[config.mk]
export PLATFORM = sky130hd
export DESIGN_NAME = uc_wcb
export DESIGN_NICKNAME = d
export VERILOG_FILES = /design/src/rtl/uc_wcb.sv
export SDC_FILE = /design/constraint.sdc
export NUM_CORES = 2
export LEC_CHECK = 0
export BUFFER_PORTS_ARGS = -buffer_cell sky130_fd_sc_hd__buf_2
export CORE_ASPECT_RATIO = 2
export CORE_MARGIN = 5
export CORE_UTILIZATION = 45
export DETAILED_ROUTE_END_ITERATION = 10
export PLACE_DENSITY = 0.69
export SYNTH_ARGS = -nofsm -noshare
export SYNTH_HDL_FRONTEND = slang
export SYNTH_SLANG_ARGS = --single-unit
export TNS_END_PERCENT = 100
[constraint.sdc]
create_clock -name clk -period 4.45 [get_ports clk]
set_clock_uncertainty 0.2 [all_clocks]
set_input_delay 0.2225 -clock clk [delete_from_list [all_inputs] [get_ports clk]]
set_output_delay 0.2225 -clock clk [all_outputs]
set_load 0.02 [all_outputs]
[src/rtl/uc_wcb.sv]
`timescale 1ns/1ps
module uc_wcb #(
  parameter int ADDR_W  = 40,
  parameter int NUM_ENT = 4
) (
  input  logic              clk,
  input  logic              rst_n,
  input  logic              st_valid,
  input  logic [ADDR_W-1:0] st_addr,
  input  logic              st_size,
  input  logic [63:0]       st_data,
  output logic              st_stall,
  input  logic              mb,
  input  logic              wmb,
  output logic              bus_valid,
  input  logic              bus_ready,
  output logic [ADDR_W-1:0] bus_addr,
  output logic              bus_beat,
  output logic [127:0]      bus_data,
  output logic [3:0]        bus_mask
);
  localparam int UNIT_W = 32;
  localparam int UNITS  = 8;
  localparam int HALF   = UNITS / 2;
  localparam int OFF_W  = 5;
  localparam int BLK_W  = ADDR_W - OFF_W;
  localparam int LINE_W = UNIT_W * UNITS;
  localparam int IDX_W  = (NUM_ENT > 1) ? $clog2(NUM_ENT) : 1;
  localparam int CNT_W  = $clog2(NUM_ENT + 1);

  logic [BLK_W-1:0]  ent_blk  [NUM_ENT];
  logic [LINE_W-1:0] ent_data [NUM_ENT];
  logic [UNITS-1:0]  ent_mask [NUM_ENT];
  logic [IDX_W-1:0]  head_q, tail_q, last_q;
  logic [CNT_W-1:0]  cnt_q;
  logic              open_q, beat_q;

  function automatic logic [IDX_W-1:0] nxt(input logic [IDX_W-1:0] p);
    return (p == IDX_W'(NUM_ENT - 1)) ? '0 : p + 1'b1;
  endfunction

  wire              uc      = st_valid && st_addr[ADDR_W-1];
  wire [BLK_W-1:0]  st_blk  = st_addr[ADDR_W-1:OFF_W];
  wire              hit     = open_q && (ent_blk[last_q] == st_blk);
  wire              full    = (cnt_q == CNT_W'(NUM_ENT));
  wire              take    = uc && !st_stall;
  wire              alloc   = take && !hit;
  wire              barrier = mb || wmb;
  wire [2:0]        unit    = st_addr[4:2];
  wire [UNITS-1:0]  umask   = st_size ? (UNITS'(2'b11) << {unit[2:1], 1'b0})
                                      : (UNITS'(1'b1) << unit);
  wire [IDX_W-1:0]  wr_idx  = hit ? last_q : tail_q;
  wire [UNITS-1:0]  new_mask = (alloc ? '0 : ent_mask[wr_idx]) | umask;
  wire              pop     = bus_valid && bus_ready && beat_q;

  assign st_stall  = uc && !hit && full;
  assign bus_valid = (cnt_q != '0) && !(open_q && cnt_q == CNT_W'(1));
  assign bus_addr  = {ent_blk[head_q], {OFF_W{1'b0}}};
  assign bus_beat  = beat_q;
  assign bus_data  = beat_q ? ent_data[head_q][LINE_W-1:LINE_W/2]
                            : ent_data[head_q][LINE_W/2-1:0];
  assign bus_mask  = beat_q ? ent_mask[head_q][UNITS-1:HALF]
                            : ent_mask[head_q][HALF-1:0];

  always_ff @(posedge clk or negedge rst_n) begin
    if (!rst_n) begin
      head_q <= '0;
      tail_q <= '0;
      last_q <= '0;
      cnt_q  <= '0;
      open_q <= 1'b0;
      beat_q <= 1'b0;
    end else begin
      if (bus_valid && bus_ready) beat_q <= !beat_q;
      if (pop) head_q <= nxt(head_q);
      if (alloc) begin
        tail_q <= nxt(tail_q);
        last_q <= tail_q;
      end
      cnt_q <= cnt_q + CNT_W'(alloc) - CNT_W'(pop);
      if (take)         open_q <= !(barrier || new_mask == '1);
      else if (barrier) open_q <= 1'b0;
    end
  end

  always_ff @(posedge clk or negedge rst_n) begin
    if (!rst_n) begin
      for (int e = 0; e < NUM_ENT; e++) begin
        ent_blk[e]  <= '0;
        ent_data[e] <= '0;
        ent_mask[e] <= '0;
      end
    end else if (take) begin
      for (int e = 0; e < NUM_ENT; e++) begin
        if (wr_idx == IDX_W'(e)) begin
          ent_mask[e] <= new_mask;
          if (alloc) ent_blk[e] <= st_blk;
          for (int k = 0; k < UNITS; k++) begin
            if (umask[k])
              ent_data[e][k*UNIT_W +: UNIT_W] <= (st_size && (k % 2 == 1)) ? st_data[63:32] : st_data[31:0];
            else if (alloc)
              ent_data[e][k*UNIT_W +: UNIT_W] <= '0;
          end
        end
      end
    end
  end
endmodule

==> metrics.md <==
| Metric | Value |
|---|---|
| Most common cell after layout, fill and taps aside | `dfrtp_1` |
| Post-Route WL | `about 170000 um` |
| Worst Tran Pin Value | `between 1 and 1.5 ns` |
| Placed inst area | `between 50000 and 60000 um2` |
| Switching share of power | `roughly 34%` |
| DR WL/cell | `between 30 and 40 um` |
| Commonest cells after routing, fill and taps aside | `1202 x dfrtp_1, 1012 x a22o_1, 327 x mux2_2, 320 x mux4_2, 277 x buf_2` |
| TritonCTS clock tree | `built` |
| Flop pwr share | `39.4%` |
| Combinational Power Share | `a little under two fifths` |
| Core area | `120500 um2` |
| Total standard cell area after synthesis | `between 50000 and 60000 um2` |
| Distinct cell type count after synthesis | `55` |
| Yosys top cell by area | `dfrtp_1` |
| Routability-driven placement congestion ratio | `between 0.8 and 0.9` |
| Top Ports | `roughly 290` |
| Number of design-rule violations left by the first detailed-router iteration | `roughly 3400` |
| Peak supply drop | `0.6747 mV` |
| Post-detailed-route count of antenna-violating nets | `0` |
| Net switching power | `roughly 16000 uW` |
| Global-route congestion overflow total | `0` |
| Global-route met3 utilization | `between 5 and 6%` |
| Minimum hold slack | `0.03572 ns` |
| Number of DRC violations after detailed routing | `0` |
| H-tree depth reported by CTS | `3` |
| Proportion of power drawn by the clock network | `between 20 and 25%` |
| Number of hold violations in the final report | `0` |
| Period minus WS final | `between 4 and 5 ns` |
| Post-Place Cells | `~5300` |
| Signal arrival time at the worst endpoint | `roughly 4.7 ns` |
| Clock-pin slew of the registers on the worst-case setup and hold paths | `about 0.07 ns` |
| Clock Tree Buf Depth | `3` |
| Via count of the first global-routing pass | `39880` |
| Final core utilization | `around 53%` |
| Status | `finished clean` |
| Final number of max-transition violations | `0` |
| # nets final | `around 4000` |
| Pwr per Cell Area | `approximately 720 nW/um2` |
| Worst path setup slack after routing | `0.1676 ns` |
| Mean instance size in the synthesized netlist | `approximately 15 um2` |
| Fraction of layout cells with a size suffix above 1 | `approximately 33%` |
| Global routing met2 resource utilization | `a little under half` |
| Maximum fanout count along the critical path | `28` |
| Growth of design area from synthesis to finish | `16.13%` |
| Via density per instance | `roughly 6.7` |
| Post-Syn Instances | `approximately 3700` |
| CTS sink count | `1207` |
| Footprint of the multi-input gates | `22540 um2` |
| Standard-cell rows | `180` |
| Largest net degree at the start of global routing | `around 180` |
| Cell-internal power | `roughly 30000 uW` |
| Root buf cell | `clkbuf_16` |
| Final std cells w/o fill | `approximately 5600` |
| Area occupied by registers | `30220 um2` |
| Number of violations of the max-capacitance limit | `0` |
| Num CTS Buffers | `111` |
| Total number of vias | `~37000` |
| Initial antenna violation count | `6` |
| Fin area | `between 60000 and 70000 um2` |
| Fraction of synthesized cell area taken by the top area cell type | `approximately 55%` |
| Number of setup violations in the final report | `0` |
| Fraction of the yosys area taken by sequential cells | `a little under three fifths` |
| Total of flip-flops plus latches after synthesis | `~1200` |
| Global-route wire length before repair | `roughly 260000 um` |
| Global-route track usage on met1 | `31.29%` |
| Number of search-and-repair iterations in the first detailed-routing pass | `5` |
| Total half-perimeter wirelength after legalization and detailed placement | `about 110000 um` |
| Kind of start point of the critical path | `flip-flop` |
| Leading cell types by total area after synthesis | `dfrtp_1 55%, a22o_1 16%, mux4_2 13%, mux2_2 6.7%, buf_2 1.6%` |
| Endpoint class of the critical path | `flip-flop` |
| Max Freq | `approximately 0.23 GHz` |
| Count of buffers from port buffering | `between 200 and 300` |
| Grt peak-use layer | `met2` |
| Hold crit path type | `in -> async` |
| Clock latency at the later pin of the worst-skew pair | `about 0.73 ns` |
| Number of fillers in the final layout | `around 9800` |
| Leakage power of the design | `a little under 0.03 uW` |
| Total Die Area | `approximately 130000 um2` |
| Critical path class | `reg -> reg` |
| CP required | `roughly 4.9 ns` |
| Max-Slew Margin vs Limit | `between 20% and 30%` |
| Ratio of final minimum period to clock period | `between 90% and 100%` |
| Setup repair after global routing missed its margin | `false` |
| Starting density of the core | `a little under half` |
| Total routing resource utilization after global routing | `between 20% and 30%` |
| Height of the die | `between 500 and 600 um` |
| Die span in x | `256.3 um` |
| Pre-CTS worst setup slack | `-0.4263 ns` |
| Syn. warnings | `0` |
-- critical path, stage by stage, from the launching register on --
cell and delay (ns):
dfrtp_2 0.44, buf_12 0.16, buf_4 0.20, inv_2 0.13, mux2i_1 0.21, o22ai_1 0.12, or4_1 0.57, nor4_4 0.35
nand4_4 0.23, buf_8 0.26, mux2i_1 0.15, nor4_1 0.40, o22ai_1 0.23, buf_4 0.22, mux2_2 0.26
-- power by group through the flow --
stage          Sequential (uW)  Clock (uW)  Combinational (uW)
2_1_floorplan            17000           0               12400
3_3_place_gp             17700           0               17000
3_5_place_dp             17900           0               17300
4_1_cts                  17800       10200               17500
5_1_grt                  18300       10700               18500
6_report                 17900       10100               17400
-- area by class of cell --
| cell class | instances | area share (%) |
|---|---|---|
| sequential | 1207 | 47.67 |
| multi-input combinational | 2049 | 35.55 |
| timing repair buffer | 545 | 7.681 |
| clock buffer | 151 | 4.922 |
| tap | 1547 | 3.053 |
| clock inverter | 48 | 1.046 |
| inverter | 11 | 0.06513 |
| antenna | 3 | 0.01184 |
-- state kept, by name (all words and copies together), names as in the netlist --
register and flops:
ent_data 1024, ent_blk 140, ent_mask 32, cnt_q 3, head_q 2, last_q 2
tail_q 2, bus_beat 1, open_q 1
-- through the flow --
step / power [uW] / setup TNS (ns)
finish: 45350 / 0
global route: 47490 / 0
CTS: 45580 / 0
detailed placement: 35240 / -148.25
global placement: 34740 / -107.79
floorplan: 29340 / 0
-- final timing paths --
path,from,endpoint,slack [ns],depth (start not counted)
max in group asynchronous,rst_n,ent_data[861],2.97,4
worst max-delay path,last_q[0],ent_mask[4],0.17,14
worst min-delay path,rst_n,ent_mask[3],0.04,3
worst max register to register,last_q[0],ent_mask[4],0.17,14
min in group clk,st_addr[36],ent_blk[136],0.12,3
worst min register to register,ent_blk[34],ent_blk[34],0.29,1
-- cells in the mapped netlist, drive strengths merged --
| library cell | instances |
|---|---|
| a2111o | 1 |
| a211oi | 3 |
| a21o | 3 |
| a21oi | 6 |
| a221oi | 1 |
| a22o | 1012 |
| a2bb2oi | 1 |
| a31oi | 2 |
| a32o | 12 |
| and2 | 22 |
| and4 | 2 |
| buf | 236 |
| clkbuf | 212 |
| conb | 1 |
| dfrtp | 1207 |
| fa | 1 |
| ha | 4 |
| inv | 11 |
| mux2 | 336 |
| mux2i | 62 |
| mux4 | 320 |
| nand2 | 110 |
| nand2b | 6 |
| nand3 | 7 |
| nand4 | 6 |
| nor2 | 15 |
| nor2b | 5 |
| nor3 | 14 |
| nor3b | 4 |
| nor4 | 23 |
| o2111ai | 1 |
| o21ai | 12 |
| o21bai | 2 |
| o22ai | 9 |
| o2bb2ai | 1 |
| o311ai | 1 |
| or2 | 2 |
| or3 | 2 |
| or4 | 1 |
| xnor2 | 23 |
| xor2 | 12 |
-- logic make-up (layout without fill, tap and decap cells) --
group	count (synthesis)	count (layout)	share of synthesized area [%]
muxes	718	718	21.27
buffers and inverters	459	755	3.665
AOI/OAI and AO/OA	1067	1067	17.00
and+or+nand+nor	219	219	2.049
DFF	1207	1207	55.32
other	1	8	0.006869
adders and majority gates	5	5	0.1283
xor gates and xnor gates	35	35	0.5615
-- routing by layer --
metal  vias to the layer above  wire (um)
li1                      14900          -
met1                     19970      61120
met2                      1777      88640
met3                       424      12920
met4                         2       9119
met5                         -         13
-- repair_timing --
item | 4_1_cts | 5_1_grt
hold endpoints to repair | 1848 | 0
pin swaps | 0 | 1
gates resized for setup | 6 | 3
endpoints found under the setup margin | 1171 | 116
buffers inserted | 1 | 2
hold buffers | 97 | 0
Note: power is estimated with default switching activity, not from simulation.
